--- config.mk ---
export PLATFORM = sky130hd
export DESIGN_NAME = decade_ring_display
export DESIGN_NICKNAME = d
export VERILOG_FILES = /design/src/rtl/decade_pkg.sv /design/src/rtl/edge_sync.sv /design/src/rtl/johnson_ring.sv /design/src/rtl/seg_decode.sv /design/src/rtl/decade_ring_display.sv
export SDC_FILE = /design/constraint.sdc
export NUM_CORES = 1
export LEC_CHECK = 0
export CAP_MARGIN = 5
export CORE_MARGIN = 5
export CORE_UTILIZATION = 40
export CTS_CLUSTER_DIAMETER = 150
export DETAILED_ROUTE_END_ITERATION = 16
export DONT_BUFFER_PORTS = 1
export GPL_ROUTABILITY_DRIVEN = 1
export PLACE_DENSITY_LB_ADDON = 0.3
export SKIP_LAST_GASP = 1
export SLEW_MARGIN = 20
export SYNTH_ARGS = -nofsm -noshare
export SYNTH_HDL_FRONTEND = slang
export SYNTH_SLANG_ARGS = --single-unit
--- constraint.sdc ---
create_clock -name clk -period 2.1 [get_ports clk]
set_input_delay 0.42 -clock clk [delete_from_list [all_inputs] [get_ports clk]]
set_output_delay 0.42 -clock clk [all_outputs]
set_load 0.1 [all_outputs]
--- src/rtl/decade_pkg.sv ---
package decade_pkg;

    localparam int RING_W = 5;
    localparam int SEG_W  = 7;

    typedef enum logic [RING_W-1:0] {
        DIG0 = 5'b00000,
        DIG1 = 5'b00001,
        DIG2 = 5'b00011,
        DIG3 = 5'b00111,
        DIG4 = 5'b01111,
        DIG5 = 5'b11111,
        DIG6 = 5'b11110,
        DIG7 = 5'b11100,
        DIG8 = 5'b11000,
        DIG9 = 5'b10000
    } ring_t;

    localparam logic [SEG_W-1:0] SEG_ALL = 7'h7F;

    function automatic ring_t ring_succ(input ring_t s);
        ring_t n;
        unique case (s)
            DIG0:    n = DIG1;
            DIG1:    n = DIG2;
            DIG2:    n = DIG3;
            DIG3:    n = DIG4;
            DIG4:    n = DIG5;
            DIG5:    n = DIG6;
            DIG6:    n = DIG7;
            DIG7:    n = DIG8;
            DIG8:    n = DIG9;
            DIG9:    n = DIG0;
            default: n = DIG0;
        endcase
        return n;
    endfunction

endpackage

--- src/rtl/edge_sync.sv ---
module edge_sync #(
    parameter int STAGES = 2
) (
    input  logic clk,
    input  logic rst_n,
    input  logic din,
    output logic level,
    output logic rise,
    output logic fall
);
    localparam int TOP = STAGES - 1;

    logic [TOP:0] chain_q;
    logic         prev_q;

    generate
        if (STAGES == 1) begin : g_single
            always_ff @(posedge clk or negedge rst_n) begin
                if (!rst_n) chain_q <= '0;
                else        chain_q <= din;
            end
        end else begin : g_multi
            always_ff @(posedge clk or negedge rst_n) begin
                if (!rst_n) chain_q <= '0;
                else        chain_q <= {chain_q[TOP-1:0], din};
            end
        end
    endgenerate

    always_ff @(posedge clk or negedge rst_n) begin
        if (!rst_n) prev_q <= 1'b0;
        else        prev_q <= chain_q[TOP];
    end

    assign level = chain_q[TOP];
    assign rise  = chain_q[TOP] & ~prev_q;
    assign fall  = ~chain_q[TOP] & prev_q;

endmodule

--- src/rtl/johnson_ring.sv ---
module johnson_ring
    import decade_pkg::*;
(
    input  logic  clk,
    input  logic  rst_n,
    input  logic  clear,
    input  logic  step,
    output ring_t state
);
    ring_t state_q;
    ring_t next_s;

    always_ff @(posedge clk or negedge rst_n) begin
        if (!rst_n)     state_q <= DIG0;
        else if (clear) state_q <= DIG0;
        else            state_q <= next_s;
    end

    always_comb begin
        next_s = state_q;
        if (step) begin
            unique case (state_q)
                DIG0:    next_s = DIG1;
                DIG1:    next_s = DIG2;
                DIG2:    next_s = DIG3;
                DIG3:    next_s = DIG4;
                DIG4:    next_s = DIG5;
                DIG5:    next_s = DIG6;
                DIG6:    next_s = DIG7;
                DIG7:    next_s = DIG8;
                DIG8:    next_s = DIG9;
                DIG9:    next_s = DIG0;
                default: next_s = DIG0;
            endcase
        end
    end

    assign state = state_q;

endmodule

--- src/rtl/seg_decode.sv ---
module seg_decode
    import decade_pkg::*;
(
    input  ring_t            state,
    input  logic             rbl_in_n,
    input  logic             lamp_tst,
    output logic [SEG_W-1:0] seg,
    output logic             carry,
    output logic             rbl_out_n
);
    logic [SEG_W-1:0] pattern;
    logic             blank;

    always_comb begin
        unique case (state)
            DIG0:    pattern = 7'h3F;
            DIG1:    pattern = 7'h06;
            DIG2:    pattern = 7'h5B;
            DIG3:    pattern = 7'h4F;
            DIG4:    pattern = 7'h66;
            DIG5:    pattern = 7'h6D;
            DIG6:    pattern = 7'h7D;
            DIG7:    pattern = 7'h07;
            DIG8:    pattern = 7'h7F;
            DIG9:    pattern = 7'h6F;
            default: pattern = 7'h00;
        endcase
    end

    always_comb begin
        blank     = (state == DIG0) && !rbl_in_n;
        rbl_out_n = !blank;
        carry     = !state[RING_W-1];
        if (lamp_tst)   seg = SEG_ALL;
        else if (blank) seg = '0;
        else            seg = pattern;
    end

endmodule

--- src/rtl/decade_ring_display.sv ---
module decade_ring_display
    import decade_pkg::*;
#(
    parameter int SYNC_STAGES = 2
) (
    input  logic             clk,
    input  logic             rst_n,
    input  logic             cnt_clk,
    input  logic             cnt_inhibit,
    input  logic             clear,
    input  logic             rbl_in_n,
    input  logic             lamp_tst,
    output logic [SEG_W-1:0] seg,
    output logic             carry,
    output logic             rbl_out_n
);
    logic  ck_level, ck_rise, ck_fall;
    logic  ih_level, ih_rise, ih_fall;
    logic  step;
    ring_t ring_state;

    edge_sync #(.STAGES(SYNC_STAGES)) u_ck_sync (
        .clk(clk), .rst_n(rst_n), .din(cnt_clk),
        .level(ck_level), .rise(ck_rise), .fall(ck_fall)
    );

    edge_sync #(.STAGES(SYNC_STAGES)) u_ih_sync (
        .clk(clk), .rst_n(rst_n), .din(cnt_inhibit),
        .level(ih_level), .rise(ih_rise), .fall(ih_fall)
    );

    logic unused_edges;
    assign unused_edges = ck_fall ^ ih_rise;

    assign step = (ck_rise & ~ih_level) | (ih_fall & ck_level);

    johnson_ring u_ring (
        .clk(clk), .rst_n(rst_n), .clear(clear), .step(step),
        .state(ring_state)
    );

    seg_decode u_dec (
        .state(ring_state), .rbl_in_n(rbl_in_n), .lamp_tst(lamp_tst),
        .seg(seg), .carry(carry), .rbl_out_n(rbl_out_n)
    );

endmodule

==> metrics.md, run 1 <==
| Metric | Value |
|---|---|
| Run status | `finished, violations left` |
| Failing checks | `negative setup slack` |
| Setup violators final | `7` |
| Placed Cells | `135` |
| Ant diodes | `0` |
| DRT Pass-1 Iters | `5` |
| Worst slew margin | `0.672` |
| Maximum number of pins on one net before global-route repair | `12` |
| Area growth from synthesis to layout | `91.6%` |
| Filler cells | `119` |
| CP Class | `register to primary output` |
| DRT Wirelength | `2.88 mm` |
| Initial antenna violation count | `0` |
| Achievable frequency | `436 MHz` |
| DR WL/cell | `18.3 um` |
| I/O Pins | `16` |
| Vias/cell | `5.73` |
| Vias in the first global route | `865` |
| Design Power | `0.745 mW` |
| Number of buffers created by CTS | `3` |
| Root Buffer | `clkbuf_4` |
| Seq cells post-synth | `11` |
| Avg Cell Area, Syn | `8.55 um^2` |
| Gate count of the mapped netlist | `92` |
| Nets@finish | `142` |
| CTS clk-pin slew, worst paths | `0.07 ns` |
| Fin util | `0.785` |
| CP Capture Type | `primary output` |
| Worst Path Max Fanout | `4` |
| Leakage power | `0.593 nW` |
| Layout Cells excl Fill | `157` |
| CTS Buffer Depth | `2` |
| Slew Viols, Final | `0` |
| CTS Sinks | `11` |
| Tot GR Track Use | `0.204` |
| Final antenna-violating net count | `0` |
| Period Utilization, post-route | `1.09` |
| CP arrival | `1.87 ns` |
| IO Port Bufs | `0` |
| DPL Wire Length | `1.63 mm` |
| Worst vdd ir | `569 uV` |
| Unique masters post-synth | `33` |
| Layout cells sized above 1 | `0.654` |
| Skew-Pair Late Insertion Delay | `0.27 ns` |
| Initial Util | `0.410` |
| Post-route setup slack | `-0.195 ns` |
| Overflow after GRT | `0` |
| Unrepaired setup endpoints after global routing | `yes` |
| Synthesis Warnings | `0` |
| Die ar. | `2950 um^2` |
| Worst Path Required | `1.68 ns` |
| CTS tree | `built` |
| Worst Clk Skew | `0.00673 ns` |
| Htree depth | `1` |
| Sequential share of the synthesized area | `0.350` |
| PwrDens | `494 nW/um^2` |
| Die Y | `54.4 um` |
| Pre-CTS WS | `-0.147 ns` |
| # DRC | `0` |
| Via count | `899` |
| Crit path time final | `2.29 ns` |
| Final hold violations | `0` |
| Core box area | `1920 um^2` |
| Max-cap violations | `0` |
| Width of the die | `54.4 um` |
| Kind of start point of the critical path | `register` |
| Initial DRC count | `30` |
| Row cnt | `16` |
| Mapped Area | `787 um^2` |
| Worst-Margin Slew | `0.490 ns` |
| Min-Delay Path Class | `input pin to register` |
| First-pass GRT wire length | `4.18 mm` |
| Syn Nets | `103` |
| Final GP Congestion | `0.817` |
[metrics by stage]
stage               cell area [um^2]  hold slack, ns  TNS (ns)
floorplan                        930           0.124     -1.40
global placement                1180           0.125    -0.113
detailed placement              1180           0.125    -0.362
CTS                             1410           0.167    -0.615
global route                    1510           0.147     -1.46
finish                          1510           0.170    -0.982
[worst paths after layout]
kind	cells past startpoint	slack, ns	to	startpoint
max	8	-0.19	seg[2]	u_ring.state[1]
min	0	0.17	u_ck_sync.chain_q[0]	cnt_clk
max reg2reg	6	0.47	u_ring.state[4]	u_ring.state[1]
min reg2reg	0	0.34	u_ih_sync.chain_q[1]	u_ih_sync.chain_q[0]
max in group asynchronous	1	1.19	u_ring.state[4]	rst_n
min in group asynchronous	1	0.54	u_ih_sync.chain_q[1]	rst_n
[Yosys cell counts]
library cell	instances	area share
a2111oi_2	1	0.019
a211oi_1	1	0.0095
a21o_1	3	0.029
a21oi_1	9	0.057
a221oi_1	1	0.011
a2bb2oi_1	1	0.011
a311oi_1	4	0.045
a41oi_1	1	0.011
and2_1	1	0.0080
and3_1	1	0.0080
buf_2	4	0.025
buf_4	1	0.0095
clkbuf_1	1	0.0048
dfrtp_1	11	0.35
ha_1	4	0.064
inv_1	8	0.038
mux2i_1	4	0.051
nand2_1	4	0.019
nand2b_1	2	0.016
nand3_1	3	0.019
nand3b_1	1	0.0095
nor2_1	10	0.048
nor2b_1	2	0.016
nor3_1	1	0.0064
nor3_2	1	0.013
nor4_1	1	0.0080
nor4b_1	1	0.011
o211ai_1	3	0.029
o21a_1	1	0.0095
o21ai_0	3	0.019
o22ai_1	1	0.0080
o311ai_0	1	0.011
or3_1	1	0.0080
[layout make-up]
class | count | area, um^2 | area share
inverters | 8 | 40.0 | 0.0266
clock buffers | 3 | 22.5 | 0.0149
multi-input cells | 67 | 712 | 0.472
well taps | 27 | 33.8 | 0.0224
repair buffers | 40 | 413 | 0.274
flip-flops and latches | 11 | 282 | 0.187
clock inverters | 1 | 5.00 | 0.00332
[worst max-delay path, stage by stage (launching register included)]
cell and delay, ns:
dfrtp_2 0.46, ha_4 0.19, buf_8 0.12, a21oi_4 0.17, buf_4 0.13, buf_4 0.09, a21oi_2 0.06, a21o_2 0.20
buf_12 0.16
[routing by layer]
metal	up-vias	global-route usage	wire, um
li1	414	-	-
met1	445	0.230	1070
met5	-	0	0
met2	33	0.376	1610
met3	7	0.0354	138
met4	0	0.0747	58
[power by group]
| part | leakage [nW] | internal (mW) | switching [mW] |
|---|---|---|---|
| sequential | 0.131 | 0.221 | 0.00753 |
| combinational | 0.445 | 0.156 | 0.220 |
| clock | 0.0177 | 0.0706 | 0.0706 |
| total | 0.593 | 0.447 | 0.299 |
[what timing repair did]
action / 4_1_cts / 5_1_grt
pin swaps: 15 / 9
gates resized for setup: 26 / 13
buffers inserted: 14 / 7
hold buffers: 1 / 0
hold endpoints to repair: 11 / 0
setup endpoints to repair: 8 / 8
[kinds of logic (layout without fill, tap and decap cells)]
family | Yosys count | count (layout) | share of synthesized area
compound gates | 30 | 30 | 0.269
flops | 11 | 11 | 0.350
fa+ha+maj | 4 | 4 | 0.0636
mux | 4 | 4 | 0.0509
simple gates | 29 | 29 | 0.189
buf+inv | 14 | 52 | 0.0779
[sequential cells by signal, summed over array words and instances, names as in the netlist]
register           count
u_ring.state           5
u_ck_sync.chain_q      2
u_ih_sync.chain_q      2
u_ck_sync.prev_q       1
u_ih_sync.prev_q       1
[placed cells by master, fill, tap and decap left out, types with 2 or more instances in the layout]
cell        netlist  final
o211ai_1          3      3
clkbuf_4          0      3
clkinvlp_4        0      2
a21o_2            0      2
a21oi_4           0      2
dfrtp_1          11      6
nor3_2            1      2
buf_4             1     27
o21ai_4           0      2
buf_12            0      7
nand2b_1          2      2
mux2i_4           0      2
nand2_2           0      2
dfrtp_2           0      5
nand3_1           3      3
inv_1             8      4
a21oi_1           9      3
mux2i_1           4      2
buf_6             0      4
nand2_1           4      2
a311oi_1          4      2
a21oi_2           0      4
nor2_4            0      3
nor2_1           10      6
ha_4              0      3
(Power assumes the default switching activity.)
==> inputs of run 2 (changes only) <==
Settings changed: MAX_ROUTING_LAYER set to met4.
==> metrics.md, run 2 (synthesis results as in run 1) <==
| Metric | Value |
|---|---|
| PwrDens | `495 nW/um^2 (about the same)` |
| Layout Cells excl Fill | `157 (unchanged)` |
| Maximum number of pins on one net before global-route repair | `12 (unchanged)` |
| Setup violators final | `7 (unchanged)` |
| Start point of the critical path | `u_ring.state[1]` |
| Leakage power | `0.593 nW (unchanged)` |
| Ant diodes | `0 (unchanged)` |
| I/O Pins | `16 (unchanged)` |
| Crit path time final | `2.30 ns (+0.00221 ns)` |
| Flop pwr share | `0.306 (about the same)` |
| # DRC | `0 (unchanged)` |
| DR WL/cell | `18.5 um (+0.94%)` |
| Number of flip-flops in the largest register | `5 (unchanged)` |
| CP Class | `register to primary output` |
| Unrepaired setup endpoints after global routing | `yes` |
| Skew-Pair Late Insertion Delay | `0.27 ns (about the same)` |
| Period Utilization, post-route | `1.09 (about the same)` |
| Pre-CTS WS | `-0.147 ns (unchanged)` |
| CTS Buffer Depth | `2 (unchanged)` |
| Post-route setup slack | `-0.197 ns (-0.00221 ns)` |
| Sw frac | `0.401 (about the same)` |
| Placed Area | `1180 um^2 (unchanged)` |
| Placed Cells | `135 (unchanged)` |
| Final hold violations | `0 (unchanged)` |
| Initial Util | `0.410 (unchanged)` |
| Combinational share of power | `0.504 (about the same)` |
| CTS tree | `built` |
| Layout cells sized above 1 | `0.654 (unchanged)` |
| Worst slew margin | `0.674 (+0.00171)` |
| Most frequent cells in the layout | `buf_4 (27), buf_12 (7), nor2_1 (6), dfrtp_1 (6), dfrtp_2 (5)` |
| CP arrival | `1.88 ns (about the same)` |
| First-pass GRT wire length | `4.18 mm (unchanged)` |
| Net switching power | `0.299 mW (+0.16%)` |
| Failing checks | `negative setup slack` |
| DRT Pass-1 Iters | `4 (-1)` |
| Achievable frequency | `435 MHz (about the same)` |
| DPL Wire Length | `1.63 mm (unchanged)` |
| Area growth from synthesis to layout | `91.6% (unchanged)` |
| Vias in the first global route | `860 (-0.58%)` |
| Number of buffers created by CTS | `3 (unchanged)` |
| Row cnt | `16 (unchanged)` |
| Vias/cell | `5.75 (+0.44%)` |
| Overflow after GRT | `0 (unchanged)` |
| Internal Pwr Total | `0.447 mW (about the same)` |
| Kind of start point of the critical path | `register` |
| DRT Wirelength | `2.91 mm (+0.94%)` |
| Max-cap violations | `0 (unchanged)` |
| FF-to-FF Start | `u_ring.state[1]` |
| Min-Delay Startpoint | `cnt_clk` |
| Most common cell after layout, fill and taps aside | `buf_4` |
| Worst Path Max Fanout | `4 (unchanged)` |
| Setup TNS | `-1.00 ns (-0.0204 ns)` |
| Root Buffer | `clkbuf_4` |
| Nets@finish | `142 (unchanged)` |
| Initial DRC count | `24 (-20%)` |
| Min-Delay Path Class | `input pin to register` |
| Worst vdd ir | `570 uV (+0.16%)` |
| Worst Path Required | `1.68 ns (about the same)` |
| IO Port Bufs | `0 (unchanged)` |
| Core box area | `1920 um^2 (unchanged)` |
| Worst-Margin Slew | `0.487 ns (-0.00255 ns)` |
| Worst Clk Skew | `0.00716 ns (+0.000423 ns)` |
| Initial antenna violation count | `0 (unchanged)` |
| Htree depth | `1 (unchanged)` |
| Die Y | `54.4 um (unchanged)` |
| Final antenna-violating net count | `0 (unchanged)` |
| CP Capture Type | `primary output` |
| CTS Sinks | `11 (unchanged)` |
| Via count | `903 (+0.44%)` |
| Die ar. | `2950 um^2 (unchanged)` |
| Design area | `1510 um^2 (unchanged)` |
| Tot GR Track Use | `0.209 (+0.00572)` |
| Clock share of power | `0.190 (about the same)` |
| Slew Viols, Final | `0 (unchanged)` |
| Filler cells | `119 (unchanged)` |
| Run status | `finished, violations left` |
| CTS clk-pin slew, worst paths | `0.07 ns (about the same)` |
| Final GP Congestion | `0.829 (+1.5%)` |
| Width of the die | `54.4 um (unchanged)` |
[run 2: final timing paths]
kind	cells after the start	slack [ns]	to
min in group asynchronous	1	0.54	u_ih_sync.prev_q
worst min register to register	0	0.34	u_ih_sync.chain_q[1]
max in group asynchronous	1	1.19	u_ring.state[4]
worst max-delay path	8	-0.20	seg[2]
worst max register to register	6	0.46	u_ring.state[4]
worst min-delay path	0	0.17	u_ck_sync.chain_q[0]
[run 2: worst max-delay path: stages, from the launching register on]
cell and delay [ns]:
dfrtp_2 0.46, ha_4 0.19, buf_8 0.12, a21oi_4 0.17
buf_4 0.13, buf_4 0.09, a21oi_2 0.06, a21o_2 0.20
buf_12 0.16
[run 2: through the flow]
step	hold WS, ns	util	power (mW)
2_1_floorplan	0.124	-	0.443
3_3_place_gp	0.125	0.613	0.529
3_5_place_dp	0.125	0.613	0.534
4_1_cts	0.167	0.736	0.723
5_1_grt	0.147	0.785	0.780
6_report	0.168	0.785	0.746
[run 2: final cells by class]
type	count	area, um^2	area share
Multi-Input combinational cell	67	712	0.472
Timing Repair Buffer	40	413	0.274
Clock inverter	1	5.00	0.00332
Clock buffer	3	22.5	0.0149
Tap cell	27	33.8	0.0224
Sequential cell	11	282	0.187
Inverter	8	40.0	0.0266
[run 2: layer usage]
| layer | vias to the layer above | track usage | wire [um] |
|---|---|---|---|
| li1 | 414 | - | - |
| met1 | 458 | 0.230 | 1130 |
| met2 | 24 | 0.376 | 1630 |
| met3 | 7 | 0.0354 | 93 |
| met4 | 0 | 0.0747 | 55 |
| met5 | - | - | 0 |
[run 2: power by group through the flow]
stage          sequential, mW  clock, mW  combinational, mW
2_1_floorplan           0.229          0              0.214
3_3_place_gp            0.230          0              0.299
3_5_place_dp            0.231          0              0.302
4_1_cts                 0.226      0.145              0.351
5_1_grt                 0.229      0.161              0.390
6_report                0.228      0.142              0.376
[run 2: timing repair]
| item | CTS | global route |
|---|---|---|
| gates resized for setup | 26 | 13 |
| buffers inserted | 14 | 7 |
| hold buffers | 1 | 0 |
| endpoints found under the setup margin | 8 | 8 |
| pin swaps | 15 | 9 |
| endpoints found under the hold margin | 11 | 0 |
